<file path="src/rtl/tsr_pkg.sv">
package tsr_pkg;
  localparam int REG_W         = 64;
  localparam int TAG_W         = 4;
  localparam int SEED_LSB      = 8;
  localparam int NARROW_SEED_W = 16;
  localparam int WIDE_SEED_W   = 48;
  localparam int CLASS_W       = 6;
  localparam logic [CLASS_W-1:0] TRAP_CLASS = 6'h18;

  typedef enum logic [1:0] {LVL0 = 2'd0, LVL1 = 2'd1, LVL2 = 2'd2, LVL3 = 2'd3} excLevel_t;

  typedef struct packed {
    logic trapEl3;
    logic trapEl2;
    logic undef;
    logic ok;
  } outcome_t;

  typedef struct packed {
    logic wrEn;
    logic rdEn;
    logic genEn;
  } tsrStrobes_t;

  function automatic logic [REG_W-1:0] fieldMask(input logic wide);
    logic [REG_W-1:0] m;
    int seedW;
    m = '0;
    seedW = wide ? WIDE_SEED_W : NARROW_SEED_W;
    for (int i = 0; i < REG_W; i++) begin
      if (i < TAG_W || (i >= SEED_LSB && i < SEED_LSB + seedW)) m[i] = 1'b1;
    end
    return m;
  endfunction
endpackage

</file>
<file path="src/rtl/tsr_access_ctrl.sv">
module tsr_access_ctrl
  import tsr_pkg::*;
#(
  parameter logic [1:0] ENC_OP0 = 2'b11,
  parameter logic [2:0] ENC_OP1 = 3'b000,
  parameter logic [3:0] ENC_CRN = 4'b0001,
  parameter logic [3:0] ENC_CRM = 4'b0000,
  parameter logic [2:0] ENC_OP2 = 3'b101
) (
  input  logic                clk,
  input  logic                rstN,
  input  logic                reqValid,
  input  logic                reqWrite,
  input  logic [1:0]          reqOp0,
  input  logic [2:0]          reqOp1,
  input  logic [3:0]          reqCrn,
  input  logic [3:0]          reqCrm,
  input  logic [2:0]          reqOp2,
  input  logic [1:0]          curEl,
  input  logic                el3Present,
  input  logic                el2Enabled,
  input  logic                sddUndefPrio,
  input  logic                sddUndef,
  input  logic                hypTagAccess,
  input  logic                monTagAccess,
  input  logic                genValid,
  output outcome_t            outcome,
  output logic [CLASS_W-1:0]  syndromeClass,
  output tsrStrobes_t         strobes
);
  logic hit;
  logic monBlocks;
  excLevel_t lvl;

  assign hit = reqValid && reqOp0 == ENC_OP0 && reqOp1 == ENC_OP1 &&
               reqCrn == ENC_CRN && reqCrm == ENC_CRM && reqOp2 == ENC_OP2;
  assign lvl = excLevel_t'(curEl);
  assign monBlocks = el3Present && !monTagAccess;

  always_comb begin
    outcome = '0;
    if (hit) begin
      unique case (lvl)
        LVL0: outcome.undef = 1'b1;
        LVL1: begin
          if (monBlocks && sddUndefPrio)          outcome.undef   = 1'b1;
          else if (el2Enabled && !hypTagAccess)   outcome.trapEl2 = 1'b1;
          else if (monBlocks && sddUndef)         outcome.undef   = 1'b1;
          else if (monBlocks)                     outcome.trapEl3 = 1'b1;
          else                                    outcome.ok      = 1'b1;
        end
        LVL2: begin
          if (monBlocks && sddUndefPrio)          outcome.undef   = 1'b1;
          else if (monBlocks && sddUndef)         outcome.undef   = 1'b1;
          else if (monBlocks)                     outcome.trapEl3 = 1'b1;
          else                                    outcome.ok      = 1'b1;
        end
        LVL3: outcome.ok = 1'b1;
        default: outcome.undef = 1'b1;
      endcase
    end
  end

  assign syndromeClass = (outcome.trapEl2 || outcome.trapEl3) ? TRAP_CLASS : '0;

  always_comb begin
    strobes.wrEn  = outcome.ok && reqWrite;
    strobes.rdEn  = outcome.ok && !reqWrite;
    strobes.genEn = genValid && !strobes.wrEn;
  end

  AST_QUIET_MISS: assert property (@(posedge clk) disable iff (!rstN)
    !hit |-> outcome == '0);
  AST_EL0_UNDEF: assert property (@(posedge clk) disable iff (!rstN)
    (hit && curEl == 2'd0) |-> outcome.undef);
  AST_EL1_EL2TRAP: assert property (@(posedge clk) disable iff (!rstN)
    (hit && curEl == 2'd1 && !(el3Present && !monTagAccess && sddUndefPrio) && el2Enabled && !hypTagAccess)
      |-> outcome.trapEl2);
  AST_NO_EL2_TRAP: assert property (@(posedge clk) disable iff (!rstN)
    (curEl != 2'd1) |-> !outcome.trapEl2);
  AST_EL3_OK: assert property (@(posedge clk) disable iff (!rstN)
    (hit && curEl == 2'd3) |-> outcome.ok);
  AST_TRAP_CLASS: assert property (@(posedge clk) disable iff (!rstN)
    (outcome.trapEl2 || outcome.trapEl3) |-> syndromeClass == 6'h18);
  AST_ONEHOT_HIT: assert property (@(posedge clk) disable iff (!rstN)
    hit |-> $onehot(outcome));
  AST_WRITE_NEEDS_OK: assert property (@(posedge clk) disable iff (!rstN)
    strobes.wrEn |-> (outcome.ok && reqWrite));
endmodule

</file>
<file path="src/rtl/tsr_datapath.sv">
module tsr_datapath
  import tsr_pkg::*;
(
  input  logic                   clk,
  input  logic                   rstN,
  input  tsrStrobes_t            strobes,
  input  logic                   wideSeedMode,
  input  logic [REG_W-1:0]       wdata,
  input  logic [TAG_W-1:0]       genTag,
  input  logic [WIDE_SEED_W-1:0] genSeed,
  output logic [REG_W-1:0]       readData
);
  logic [REG_W-1:0] regQ;
  logic [REG_W-1:0] liveMask;
  logic [REG_W-1:0] genImage;

  assign liveMask = fieldMask(wideSeedMode);
  assign genImage = ({{(REG_W-TAG_W){1'b0}}, genTag} |
                     ({{(REG_W-WIDE_SEED_W){1'b0}}, genSeed} << SEED_LSB)) & liveMask;

  always_ff @(posedge clk) begin
    if (!rstN)              regQ <= '0;
    else if (strobes.wrEn)  regQ <= wdata & liveMask;
    else if (strobes.genEn) regQ <= genImage;
  end

  assign readData = strobes.rdEn ? (regQ & liveMask) : '0;

  AST_NARROW_RESV_ZERO: assert property (@(posedge clk) disable iff (!rstN)
    !wideSeedMode |-> (readData[REG_W-1:SEED_LSB+NARROW_SEED_W] == '0 && readData[SEED_LSB-1:TAG_W] == '0));
  AST_TOP_BYTE_ZERO: assert property (@(posedge clk) disable iff (!rstN)
    regQ[REG_W-1:SEED_LSB+WIDE_SEED_W] == '0);
  AST_HOLD_IDLE: assert property (@(posedge clk) disable iff (!rstN)
    !(strobes.wrEn || strobes.genEn) |=> $stable(regQ));
  AST_RDATA_GATED: assert property (@(posedge clk) disable iff (!rstN)
    !strobes.rdEn |-> readData == '0);
endmodule

</file>
<file path="src/rtl/tag_seed_sysreg.sv">
module tag_seed_sysreg
  import tsr_pkg::*;
(
  input  logic        clk,
  input  logic        rstN,
  input  logic        reqValid,
  input  logic        reqWrite,
  input  logic [1:0]  reqOp0,
  input  logic [2:0]  reqOp1,
  input  logic [3:0]  reqCrn,
  input  logic [3:0]  reqCrm,
  input  logic [2:0]  reqOp2,
  input  logic [63:0] reqWdata,
  input  logic [1:0]  curEl,
  input  logic        el3Present,
  input  logic        el2Enabled,
  input  logic        sddUndefPrio,
  input  logic        sddUndef,
  input  logic        hypTagAccess,
  input  logic        monTagAccess,
  input  logic        wideSeedMode,
  input  logic        genValid,
  input  logic [3:0]  genTag,
  input  logic [47:0] genSeed,
  output logic [3:0]  outcome,
  output logic [63:0] rdata,
  output logic [5:0]  syndromeClass
);
  outcome_t    ctrlOutcome;
  tsrStrobes_t strobes;

  tsr_access_ctrl u_ctrl (
    .clk(clk), .rstN(rstN), .reqValid(reqValid), .reqWrite(reqWrite),
    .reqOp0(reqOp0), .reqOp1(reqOp1), .reqCrn(reqCrn), .reqCrm(reqCrm), .reqOp2(reqOp2),
    .curEl(curEl), .el3Present(el3Present), .el2Enabled(el2Enabled),
    .sddUndefPrio(sddUndefPrio), .sddUndef(sddUndef),
    .hypTagAccess(hypTagAccess), .monTagAccess(monTagAccess), .genValid(genValid),
    .outcome(ctrlOutcome), .syndromeClass(syndromeClass), .strobes(strobes)
  );

  tsr_datapath u_dp (
    .clk(clk), .rstN(rstN), .strobes(strobes), .wideSeedMode(wideSeedMode),
    .wdata(reqWdata), .genTag(genTag), .genSeed(genSeed), .readData(rdata)
  );

  assign outcome = ctrlOutcome;
endmodule

</file>
<file path="config.mk">
export PLATFORM = sky130hd
export DESIGN_NAME = tag_seed_sysreg
export DESIGN_NICKNAME = d
export VERILOG_FILES = /design/src/rtl/tsr_pkg.sv /design/src/rtl/tsr_access_ctrl.sv /design/src/rtl/tsr_datapath.sv /design/src/rtl/tag_seed_sysreg.sv
export SDC_FILE = /design/constraint.sdc
export NUM_CORES = 1
export LEC_CHECK = 0
export ABC_AREA = 1
export CORE_UTILIZATION = 34
export DETAILED_ROUTE_END_ITERATION = 6
export PLACE_DENSITY_LB_ADDON = 0.1
export SLEW_MARGIN = 40
export SYNTH_ARGS = -nofsm -noshare
export SYNTH_HDL_FRONTEND = slang
export SYNTH_SLANG_ARGS = --single-unit
</file>
<file path="constraint.sdc">
create_clock -name clk -period 1.95 [get_ports clk]
set_input_delay 0.4875 -clock clk [delete_from_list [all_inputs] [get_ports clk]]
set_output_delay 0.4875 -clock clk [all_outputs]
set_load 0.1 [all_outputs]
</file>
**Word level (Yosys, flattened, before mapping)**

Cells that the tools add are included.

- Bits in registers: 64
- Bits in latches: 0
- Bits in writable memories: 0
- Bits in read-only memories: 0
- Bits of input ports: 146
- Output and inout port bits: 74
- Memories kept: 0

- Add/sub/neg operators: 1
- $mul: 0
- Divide/modulo/power cells: 0
- Order comparisons: 56
- Eq/ne operators: 6
- Shift operators: 0
- Mux-type cells: 80
- Bitwise operators: 4
- Reduce and logical (&&, ||, !) cells: 21

Operators by type and width:

| operator | number |
|---|---|
| 7-bit by 32-bit < comparator with 1-bit output, first input constant | 32 |
| 6-bit by 32-bit < comparator with 1-bit output, first input constant | 16 |
| 5-bit by 32-bit < comparator with 1-bit output, first input constant | 8 |
| 64-bit two-way mux | 3 |
| 64-bit AND | 2 |
| 1-bit two-way mux | 69 |
| 56-bit by 64-bit AND with 64-bit output | 1 |
| 4-bit by 56-bit bitwise OR with 56-bit output | 1 |
| 5-bit by 32-bit adder with 32-bit output, first input constant | 1 |
| 1-bit logical AND | 12 |
| 2-bit equality test, second input constant | 3 |
| 6-bit two-way mux | 1 |
| 1-bit one-hot mux with 3 select lines | 2 |
| 5-bit two-way mux | 1 |
| 4-bit by 1-bit equality test with 1-bit output, second input constant | 1 |
| 1-bit logical NOT | 4 |
| 4-bit logical NOT | 1 |
| 2-bit two-way mux | 2 |
| 4-bit two-way mux | 1 |
| 3-bit equality test, second input constant | 1 |
| 3-bit logical NOT | 1 |
| 2-bit by 1-bit equality test with 1-bit output, second input constant | 1 |
| 2-bit logical NOT | 1 |
| 1-bit one-hot mux with 2 select lines | 1 |
| 2 further kinds | 2 |

**Longest topological paths before layout**

- Word-level depth: 13
- Mapped depth: 12
- Mapped depth without buffers: 11

**Cells and area by module**

From an unflattened synthesis, not the netlist that was laid out.

- Cell total of the unflattened synthesis: 594
- Area, all modules: 3438.3 µm²

Modules (own cells, without submodules):

| module | instances | cells an instance | area an instance (µm²) |
|---|---|---|---|
| tsr_datapath | 1 | 522 | 3016.6 |
| tsr_access_ctrl | 1 | 72 | 421.7 |

**Worst setup path after synthesis**

Ideal clock, no wire load.

- Kind: input-to-output
- Start point: input reqOp1[1]
- End point: output outcome[1]
- Arrival: 3.023 ns
- Required time: 1.462 ns
- Slack: -1.560 ns
- Stages on the path: 5
- Path buffers: 0
- Path through: nor2_1 > nand2_1 > nor2_2 > nand4_2 > nor3_1

- Cells in the longest elaborated chain, start to end: 6

Ends and longest elaborated chain:

| item | RTL line | RTL |
|---|---|---|
| start: declaration | tag_seed_sysreg.sv:9 | `input logic [2:0] reqOp1,` |
| 3-bit logical NOT | tsr_access_ctrl.sv:35 | `assign hit = reqValid && reqOp0 == ENC_OP0 && reqOp1 == ENC_OP1 &&` |
| 1-bit logical AND (2 in series) | tsr_access_ctrl.sv:35 |  |
| 1-bit logical AND (2 in series) | tsr_access_ctrl.sv:36 | `reqCrn == ENC_CRN && reqCrm == ENC_CRM && reqOp2 == ENC_OP2;` |
| 4-bit two-way mux | tsr_access_ctrl.sv:42 | `if (hit) begin` |
| end: declaration | tag_seed_sysreg.sv:25 | `output logic [3:0] outcome,` |

No other way between the ends.

**Worst setup path after layout**

- Start point: input reqCrn[2]
- End point: output rdata[48]

- Cells in the longest elaborated chain, start to end: 7

Ends and longest elaborated chain:

| item | RTL line | RTL |
|---|---|---|
| start: declaration | tag_seed_sysreg.sv:10 | `input logic [3:0] reqCrn,` |
| 4-bit by 1-bit equality test with 1-bit output | tsr_access_ctrl.sv:36 |  |
| 1-bit logical AND | tsr_access_ctrl.sv:35 |  |
| 1-bit logical AND (2 in series) | tsr_access_ctrl.sv:36 |  |
| 4-bit two-way mux | tsr_access_ctrl.sv:42 |  |
| 1-bit logical AND | tsr_access_ctrl.sv:68 | `strobes.rdEn = outcome.ok && !reqWrite;` |
| 64-bit two-way mux | tsr_datapath.sv:27 | `assign readData = strobes.rdEn ? (regQ & liveMask) : '0;` |
| end: declaration | tag_seed_sysreg.sv:26 | `output logic [63:0] rdata,` |

No other way between the ends.

==> results.cfg <==
[routing]
drc_errors = 0
vias = 4895
wl_mm = 16.72
drtAntennaViolNets = 0
post_drt_via_cell_ratio = 5.110
wl_per_cell_um = 17.45
drtIter0Drc = 177
first_pass_iters = 5

[logic_synthesis]
synth_top_area_frac = 0.3031
ys.flop_type = dfxtp_1
synth_seq_cells = 52
synth_area_sq_mm = 0.003435
yosysWarningCount = 0
synth_cells = 574
synth-edff-count = 0
netlist_top_cells_count = 153 x nand2_1, 101 x nor2_1, 66 x nand3_1
synthTopCellsByArea = dfxtp_1 30%, nand2_1 17%, nor2_1 11%, nand3_1 9.6%, buf_4 4.8%
synthDistinctLibCells = 25
synthArstFlopShare = 0
syn_avg_cell_area_sq_um = 5.984
synth.yosys.seq_area_share = 0.3031
synth_top_area_cell = dfxtp_1
yosysMostFrequentCell = nand2_1

[placement]
hpwl_mm = 9.317
gp_congestion = 0.7693
dp_slack_ps = -862.9
io_buffers = 191

[cts]
hold_buffers = 0
clockBufferDepth = 2
cts_tree = done
clk-insertion-delay-late_ps = 300
ctsRootBufferMaster = clkbuf_8
cts_num_sinks = 52
clkSlewWorstSetupHoldPaths_ps = 90
cts_buffers = 5
htree_levels = 2

[floorplan]
fp.coreArea_sq_mm = 0.009774
die-height_um = 102.5
die_area_sq_mm = 0.01051
rows = 36
top_level_ports = 220
die_w_um = 102.5
start_util = 0.3514

[finish]
diodes = 0
area_growth_pct = 136.1
top_register = u_dp.regQ
biggestRegsByFlops = u_dp.regQ: 52 flops
largest_reg_flops = 52
fin_nets = 974
final_layout_size_suffix_gt1_frac = 0.4327

[global_route]
overflow = 0
antenna_found_initial = 0
grt_pass1_wl_mm = 24.29
grt_max_degree = 34
grt_pass1_vias = 4873
grt_util_all_layers = 0.3017

[outcome]
violations = setup timing
status = complete, but fails checks

[power_and_ir_drop]
power_density_mw_per_mm2 = 329.3
power.total_mw = 2.671
leakage_nw = 3.235
vdd_drop_max_mv = 0.3350

[timing]
fmax_ghz = 0.4136
finalSetupViolCount = 110
finalWorstSetupSlack_ps = -467.8
rsz0062_at_grt = yes
hold_viol = 0
finalClockSkew_ps = 0
period_share = 1.240
setup-tns-final_ps = -38710
post-route-min-period_ps = 2418
report.final.slew_viol_count = 0

[worst_setup_path]
reg2reg_slack_ps = 1010
cp_max_fo = 8
crit_type = input port to output pin
critPathArrivalTime_ps = 1930
start_kind = input port
cp-end-kind = output pin
crit_required_ps = 1460

[run]
maxCapViolations = 0

[worst_hold_path]
hold_path_class = flop to flop
-- layout by cell type, fill, tap and decap left out, types with 8 or more instances in the layout --
cell type / Yosys / layout
buf_12: 0 / 78
inv_1: 41 / 34
nand3_2: 1 / 10
dfxtp_1: 52 / 52
buf_4: 22 / 33
clkbuf_2: 0 / 8
nand3_1: 66 / 54
conb_1: 1 / 16
a21oi_2: 10 / 25
clkdlybuf4s50_1: 0 / 108
nand2_4: 0 / 15
nor2_4: 1 / 61
o21ai_1: 11 / 17
o21ai_0: 30 / 22
nand2_1: 153 / 108
a21oi_1: 27 / 11
buf_16: 0 / 11
buf_6: 3 / 33
nand2_2: 10 / 39
nor2_1: 101 / 38
-- layout make-up --
| cell class | count | area (sq um) |
|---|---|---|
| repair buffers | 284 | 3730 |
| multi-input cells | 436 | 2845 |
| fillers | 575 | 1664 |
| flip-flops and latches | 52 | 1041 |
| inverters | 42 | 197.7 |
| well taps | 133 | 166.4 |
| clock buffers | 7 | 86.33 |
| repair inverters | 3 | 36.28 |
| clock inverters | 1 | 7.507 |
-- layer usage --
| layer | global-route usage | share of wire |
|---|---|---|
| met1 | 0.3131 | 0.35 |
| met2 | 0.5790 | 0.52 |
| met5 | 0 | 0 |
| met4 | 0.1429 | 0.054 |
| met3 | 0.05695 | 0.071 |
-- power breakdown --
part | switching (mW) | internal, mW
sequential | 0.0231 | 1.11
clock | 0.367 | 0.290
combinational | 0.475 | 0.407
total | 0.865 | 1.81
-- stage by stage --
stage	cells	hold slack (ps)	instance area [sq um]	util
after floorplan	589	461.9	4031	-
after global placement	888	470.0	6695	0.6850
after detailed placement	888	473.0	6695	0.6850
after CTS	950	477.7	8029	0.8214
after global routing	958	498.3	8110	0.8297
final	958	477.1	8110	0.8297
-- worst max-delay path: stages --
cell	delay [ps]
buf_2	100
inv_1	80
nand2_2	80
nor2_4	130
nand4_4	140
nor2_4	200
nand2_8	100
buf_12	150
buf_16	150
nor2_4	130
buf_12	180
-- logic make-up (layout without fill, tap and decap cells) --
family / count (synthesis) / count (layout) / share of synthesized area
other cells: 1 / 16 / 0.001092
flops: 52 / 52 / 0.3031
compound gates: 79 / 79 / 0.1293
fa+ha+maj: 4 / 4 / 0.01457
simple gates: 337 / 337 / 0.4087
buf+inv: 101 / 337 / 0.1432
-- repair_timing --
| action | 4_1_cts | 5_1_grt |
|---|---|---|
| cloned | 18 | 0 |
| pin swaps | 86 | 38 |
| setup buffers | 80 | 20 |
| endpoints found under the setup margin | 110 | 110 |
| resized for setup | 217 | 59 |
-- path summary, 6_finish.rpt --
check / start / to / depth (start not counted)
setup / recovery: reqCrn[2] / rdata[48] / 11
hold / removal: u_dp.regQ[54] / u_dp.regQ[54] / 2
setup reg to reg: u_dp.regQ[10] / u_dp.regQ[10] / 4
hold reg to reg: u_dp.regQ[54] / u_dp.regQ[54] / 2
Power figures use the tool's default switching activity.
